[config.mk]
export PLATFORM = sky130hd
export DESIGN_NAME = iq_ser4
export DESIGN_NICKNAME = d
export VERILOG_FILES = /design/src/rtl/iq_ser_pkg.sv /design/src/rtl/iq_ser_phase.sv /design/src/rtl/iq_ser_lane.sv /design/src/rtl/iq_ser4.sv
export SDC_FILE = /design/constraint.sdc
export NUM_CORES = 1
export LEC_CHECK = 0
export CAP_MARGIN = 10
export CELL_PAD_IN_SITES_DETAIL_PLACEMENT = 1
export CELL_PAD_IN_SITES_GLOBAL_PLACEMENT = 1
export CORE_AREA = 3 3 133 135
export CTS_CLUSTER_DIAMETER = 80
export DETAILED_ROUTE_END_ITERATION = 6
export DIE_AREA = 0 0 136 138
export PLACE_DENSITY = 0.88
export RECOVER_POWER = 100
export SLEW_MARGIN = 30
export SYNTH_ARGS = -nofsm -noshare
export SYNTH_HDL_FRONTEND = slang
export SYNTH_SLANG_ARGS = --single-unit
[constraint.sdc]
create_clock -name clk_i -period 1.5 [get_ports clk_i]
set_input_delay 0.15 -clock clk_i [delete_from_list [all_inputs] [get_ports clk_i]]
set_output_delay 0.15 -clock clk_i [all_outputs]
set_load 0.01 [all_outputs]
[src/rtl/iq_ser_pkg.sv]
package iq_ser_pkg;
  localparam int SAMP_W    = 16;
  localparam int RATIO     = 4;
  localparam int NUM_LANES = 2;
endpackage

[src/rtl/iq_ser_phase.sv]
module iq_ser_phase #(
  parameter int RATIO = 4,
  parameter int PH_W  = $clog2(RATIO)
) (
  input  logic            clk_i,
  input  logic            rst_ni,
  output logic [PH_W-1:0] phase_o,
  output logic            wrap_o
);
  localparam logic [PH_W-1:0] LAST = PH_W'(RATIO - 1);

  logic [PH_W-1:0] phase_q;

  always_ff @(posedge clk_i or negedge rst_ni) begin
    if (!rst_ni)               phase_q <= '0;
    else if (phase_q == LAST)  phase_q <= '0;
    else                       phase_q <= phase_q + 1'b1;
  end

  assign phase_o = phase_q;
  assign wrap_o  = (phase_q == LAST);

  AST_PHASE_STEP: assert property (@(posedge clk_i) disable iff (!rst_ni)
    !wrap_o |=> phase_o == $past(phase_o) + 1'b1);
  AST_PHASE_WRAP: assert property (@(posedge clk_i) disable iff (!rst_ni)
    wrap_o |=> phase_o == '0);
endmodule

[src/rtl/iq_ser_lane.sv]
module iq_ser_lane #(
  parameter int SAMP_W = 16,
  parameter int RATIO  = 4,
  parameter int PH_W   = $clog2(RATIO)
) (
  input  logic                     clk_i,
  input  logic                     rst_ni,
  input  logic [PH_W-1:0]          phase_i,
  input  logic                     wrap_i,
  input  logic                     load_i,
  input  logic [SAMP_W*RATIO-1:0]  word_i,
  output logic [SAMP_W-1:0]        samp_o
);
  logic [RATIO-1:0][SAMP_W-1:0] buf_q;

  // oldest sample sits in the low slice, so slice index equals phase
  always_ff @(posedge clk_i or negedge rst_ni) begin
    if (!rst_ni)     buf_q <= '0;
    else if (wrap_i) buf_q <= load_i ? word_i : '0;
  end

  assign samp_o = buf_q[phase_i];

  AST_HOLD_MID_FRAME: assert property (@(posedge clk_i) disable iff (!rst_ni)
    !wrap_i |=> $stable(buf_q));
  AST_FIRST_SLICE: assert property (@(posedge clk_i) disable iff (!rst_ni)
    (wrap_i && load_i) |=> samp_o == $past(word_i[SAMP_W-1:0]));
  AST_STARVED_ZERO: assert property (@(posedge clk_i) disable iff (!rst_ni)
    (wrap_i && !load_i) |=> samp_o == '0);
endmodule

[src/rtl/iq_ser4.sv]
module iq_ser4
  import iq_ser_pkg::*;
#(
  parameter int SW    = SAMP_W,
  parameter int RT    = RATIO,
  parameter int WORD_W = SW * RT
) (
  input  logic              clk_i,
  input  logic              rst_ni,
  input  logic              load_i,
  input  logic [WORD_W-1:0] i_word_i,
  input  logic [WORD_W-1:0] q_word_i,
  output logic              tick_o,
  output logic [SW-1:0]     i_samp_o,
  output logic [SW-1:0]     q_samp_o,
  output logic              underrun_o
);
  localparam int PH_W = $clog2(RT);

  logic [PH_W-1:0] phase;
  logic            wrap;
  logic            under_q;
  logic [NUM_LANES-1:0][WORD_W-1:0] words;
  logic [NUM_LANES-1:0][SW-1:0]     samps;

  iq_ser_phase #(.RATIO(RT), .PH_W(PH_W)) u_phase (
    .clk_i   (clk_i),
    .rst_ni  (rst_ni),
    .phase_o (phase),
    .wrap_o  (wrap)
  );

  assign words[0] = i_word_i;
  assign words[1] = q_word_i;

  for (genvar g = 0; g < NUM_LANES; g++) begin : g_lane
    iq_ser_lane #(.SAMP_W(SW), .RATIO(RT), .PH_W(PH_W)) u_lane (
      .clk_i   (clk_i),
      .rst_ni  (rst_ni),
      .phase_i (phase),
      .wrap_i  (wrap),
      .load_i  (load_i),
      .word_i  (words[g]),
      .samp_o  (samps[g])
    );
  end

  always_ff @(posedge clk_i or negedge rst_ni) begin
    if (!rst_ni)   under_q <= 1'b0;
    else if (wrap) under_q <= !load_i;
  end

  assign tick_o     = wrap;
  assign i_samp_o   = samps[0];
  assign q_samp_o   = samps[1];
  assign underrun_o = under_q;

  AST_TICK_SPARSE: assert property (@(posedge clk_i) disable iff (!rst_ni)
    tick_o |=> !tick_o);
  AST_UNDERRUN_CAUSE: assert property (@(posedge clk_i) disable iff (!rst_ni)
    $rose(underrun_o) |-> $past(tick_o && !load_i));
  AST_UNDERRUN_QUIET: assert property (@(posedge clk_i) disable iff (!rst_ni)
    underrun_o |-> (i_samp_o == '0 && q_samp_o == '0));
  AST_UNDERRUN_CLEAR: assert property (@(posedge clk_i) disable iff (!rst_ni)
    (tick_o && load_i) |=> !underrun_o);
endmodule

==> flow_summary.ini <==
[global_routing]
met1_usage = 0.298
grt_usage = 0.254
overflow = 0
grt_first_pass_wirelength_um = 36100
antenna_found_initial = 5
grt_pass1_vias = 6172
grt_start_max_net_pins = 66
busiest_layer = met2
grt_use_met2 = 0.436
grt.met3_usage = 0.0578

[detailed_routing]
totalWireLength_um = 28100
route.vias.total = 5743
vias_per_cell = 5.49
drt_iter0_drc = 277
final_antenna_net_count = 0
post_drt_wl_per_cell_um = 26.9
drt-pass1-iter-count = 4
drc = 0

[logic_synthesis]
synth_seq_cells = 131
syn_area_um2 = 6090
synth_cells = 602
yosysWarnings = 0
syn_avg_cell_area_um2 = 10.1
yosysUniqueCellTypes = 15
ys_seq_area_frac = 0.539
synth_nets = 735

[status]
status = finished, violations left
violations = negative setup slack

[cells_and_area]
drive_gt1_frac = 0.456
nets = 943
area_growth_pct = 77.3
final_util = 0.651

[die]
num_io_pins = 165
core_area_um2 = 16600
start_util = 0.367
die_h_um = 138
dieArea_um2 = 18800
die_w_um = 136
std_cell_rows = 47

[clock_tree]
cts_root_buf = clkbuf_16
clock_latency_ns = 0.45
clk_pin_slew_ns = 0.06
htree_num_levels = 4
cts_made_buffers = 17
cts_max_path_buffers = 2
tritoncts = built
clock_sinks = 131

[worst_setup_path]
cp.arrival_ns = 1.87
required_ns = 1.35
path_max_fanout = 9
slowest_delay_ns = 0.56
start_kind = flop
cp_cell_sequence = buf_4 > buf_12 > mux4_2 > buf_6
cp_slowest_cell = mux4_2
crit_type = flop to primary output
rr_worst_depth = 9
worst_setup_path_end_kind = primary output

[placed_design]
hpwl_um = 13500
portBuffers = 164
place.gp.congestion = 0.804

[timing]
fin_crit_sh = 1.35
fmax_mhz = 495
maxSlewHeadroom = 0.340
worst_pin_slew_ns = 0.990
finalCriticalPeriod_ns = 2.02
setup_viol = 162
slew_viol_final = 0
rsz0062_at_grt = true
tns_ns = -46.71
skew_ns = 0.0198
finalHoldViolCount = 0
fin_ws_ns = -0.518

[worst_hold_path]
holdCritPathClass = input pin to flop
hold_depth = 4

[pwr]
p_leak_nw = 4.35
ir_worst_vdd_mv = 0.823
p_per_area_nw_per_um2 = 852

[flow_run]
maxCapViolCount = 0
[layer usage]
metal,share of wire,vias to the layer above
met4,0.042,0
li1,-,2452
met2,0.54,202
met5,0,-
met3,0.038,69
met1,0.37,3020
[power breakdown]
group	internal, mW	total, mW	switching (mW)
Clock	2.48	4.26	1.78
Combinational	0.584	1.09	0.507
Sequential	3.71	3.85	0.134
[logic make-up (layout without fill, tap and decap cells)]
family / Yosys count / count (layout) / synth area share
AND/OR/NAND/NOR: 129 / 129 / 0.106
adder cells (fa/ha/maj): 2 / 2 / 0.00411
other: 0 / 4 / 0
buffers and inverters: 179 / 400 / 0.124
multiplexers: 33 / 33 / 0.122
flip-flops: 131 / 131 / 0.539
AO/OA/AOI/OAI: 128 / 128 / 0.105
[area by class of cell]
type | instances | area, um^2
Fill cell | 1625 | 5790
Antenna cell | 4 | 10.0
Tap cell | 220 | 275
Multi-Input combinational cell | 292 | 3170
Clock inverter | 13 | 135
Sequential cell | 131 | 3280
Inverter | 129 | 484
Timing Repair Buffer | 239 | 3000
Clock buffer | 19 | 443
[path summary, 6_finish.rpt]
path	startpoint	end	slack, ns
hold reg to reg	underrun_o$_DFFE_PN0N_	underrun_o$_DFFE_PN0N_	0.52
max in group asynchronous	rst_ni	g_lane[0].u_lane.buf_q[61]$_DFFE_PN0N_	0.17
min in group asynchronous	rst_ni	g_lane[0].u_lane.buf_q[25]$_DFFE_PN0N_	0.41
setup / recovery	u_phase.phase_o[0]$_DFF_PN0_	q_samp_o[8]	-0.52
hold / removal	load_i	g_lane[1].u_lane.buf_q[15]$_DFFE_PN0N_	0.26
setup reg to reg	u_phase.phase_o[0]$_DFF_PN0_	g_lane[0].u_lane.buf_q[19]$_DFFE_PN0N_	-0.35
[timing repair]
action                                  CTS  global route
endpoints found under the hold margin   115             0
hold buffers                              1             0
endpoints found under the setup margin   39           164
resized for setup                       382           177
pin swaps                                35             1
gates cloned                             12            18
buffers inserted                         17             8
[registers in the layout, indices dropped and copies added, names as in the netlist]
name and flops:
u_phase.phase_o 2, g_lane.u_lane.buf_q 128, underrun_o 1
[synthesized netlist by cell type]
cell,number,area share
dfrtp_1,131,0.54
inv_1,129,0.080
nand3_1,128,0.11
o21ai_0,128,0.11
mux4_2,29,0.11
buf_2,20,0.016
clkbuf_1,18,0.011
buf_1,7,0.0043
buf_12,3,0.0099
mux4_1,3,0.013
ha_1,2,0.0041
buf_4,1,0.0012
buf_6,1,0.0018
mux2i_1,1,0.0016
nor2_1,1,0.00062
[critical path, delay by kind of cell (launching register included)]
kind	cells	cell delay [ns]
muxes	1	0.56
buffers and inverters	3	0.45
DFF	1	0.43
[cells in the final DEF, fill, tap and decap left out, drive strengths merged]
cell           Yosys  layout
clkbuf            18      40
inv              129     130
ha                 2       2
bufinv             0       2
dlygate4sd3        0       1
buf               32      89
clkinv             0       5
nor2               1       1
mux4              32      32
mux2i              1       1
clkdlybuf4s50      0     128
dfrtp            131     131
o21ai            128     128
nand3            128     128
clkinvlp           0       5
diode              0       4
[per-stage QoR]
stage	instances	area, um^2	setup WS (ns)	power, mW	hold WS (ns)
finish	1047	10800	-0.518	9.20	0.265
global route	1047	10800	-0.577	9.50	0.293
CTS	1021	9680	-0.567	8.96	0.187
detailed placement	961	8180	-0.332	4.76	0.0753
global placement	961	8180	-0.311	4.72	0.0750
floorplan	602	6090	0.161	4.11	-0.146
No activity file was read; power rests on OpenSTA's default activity.
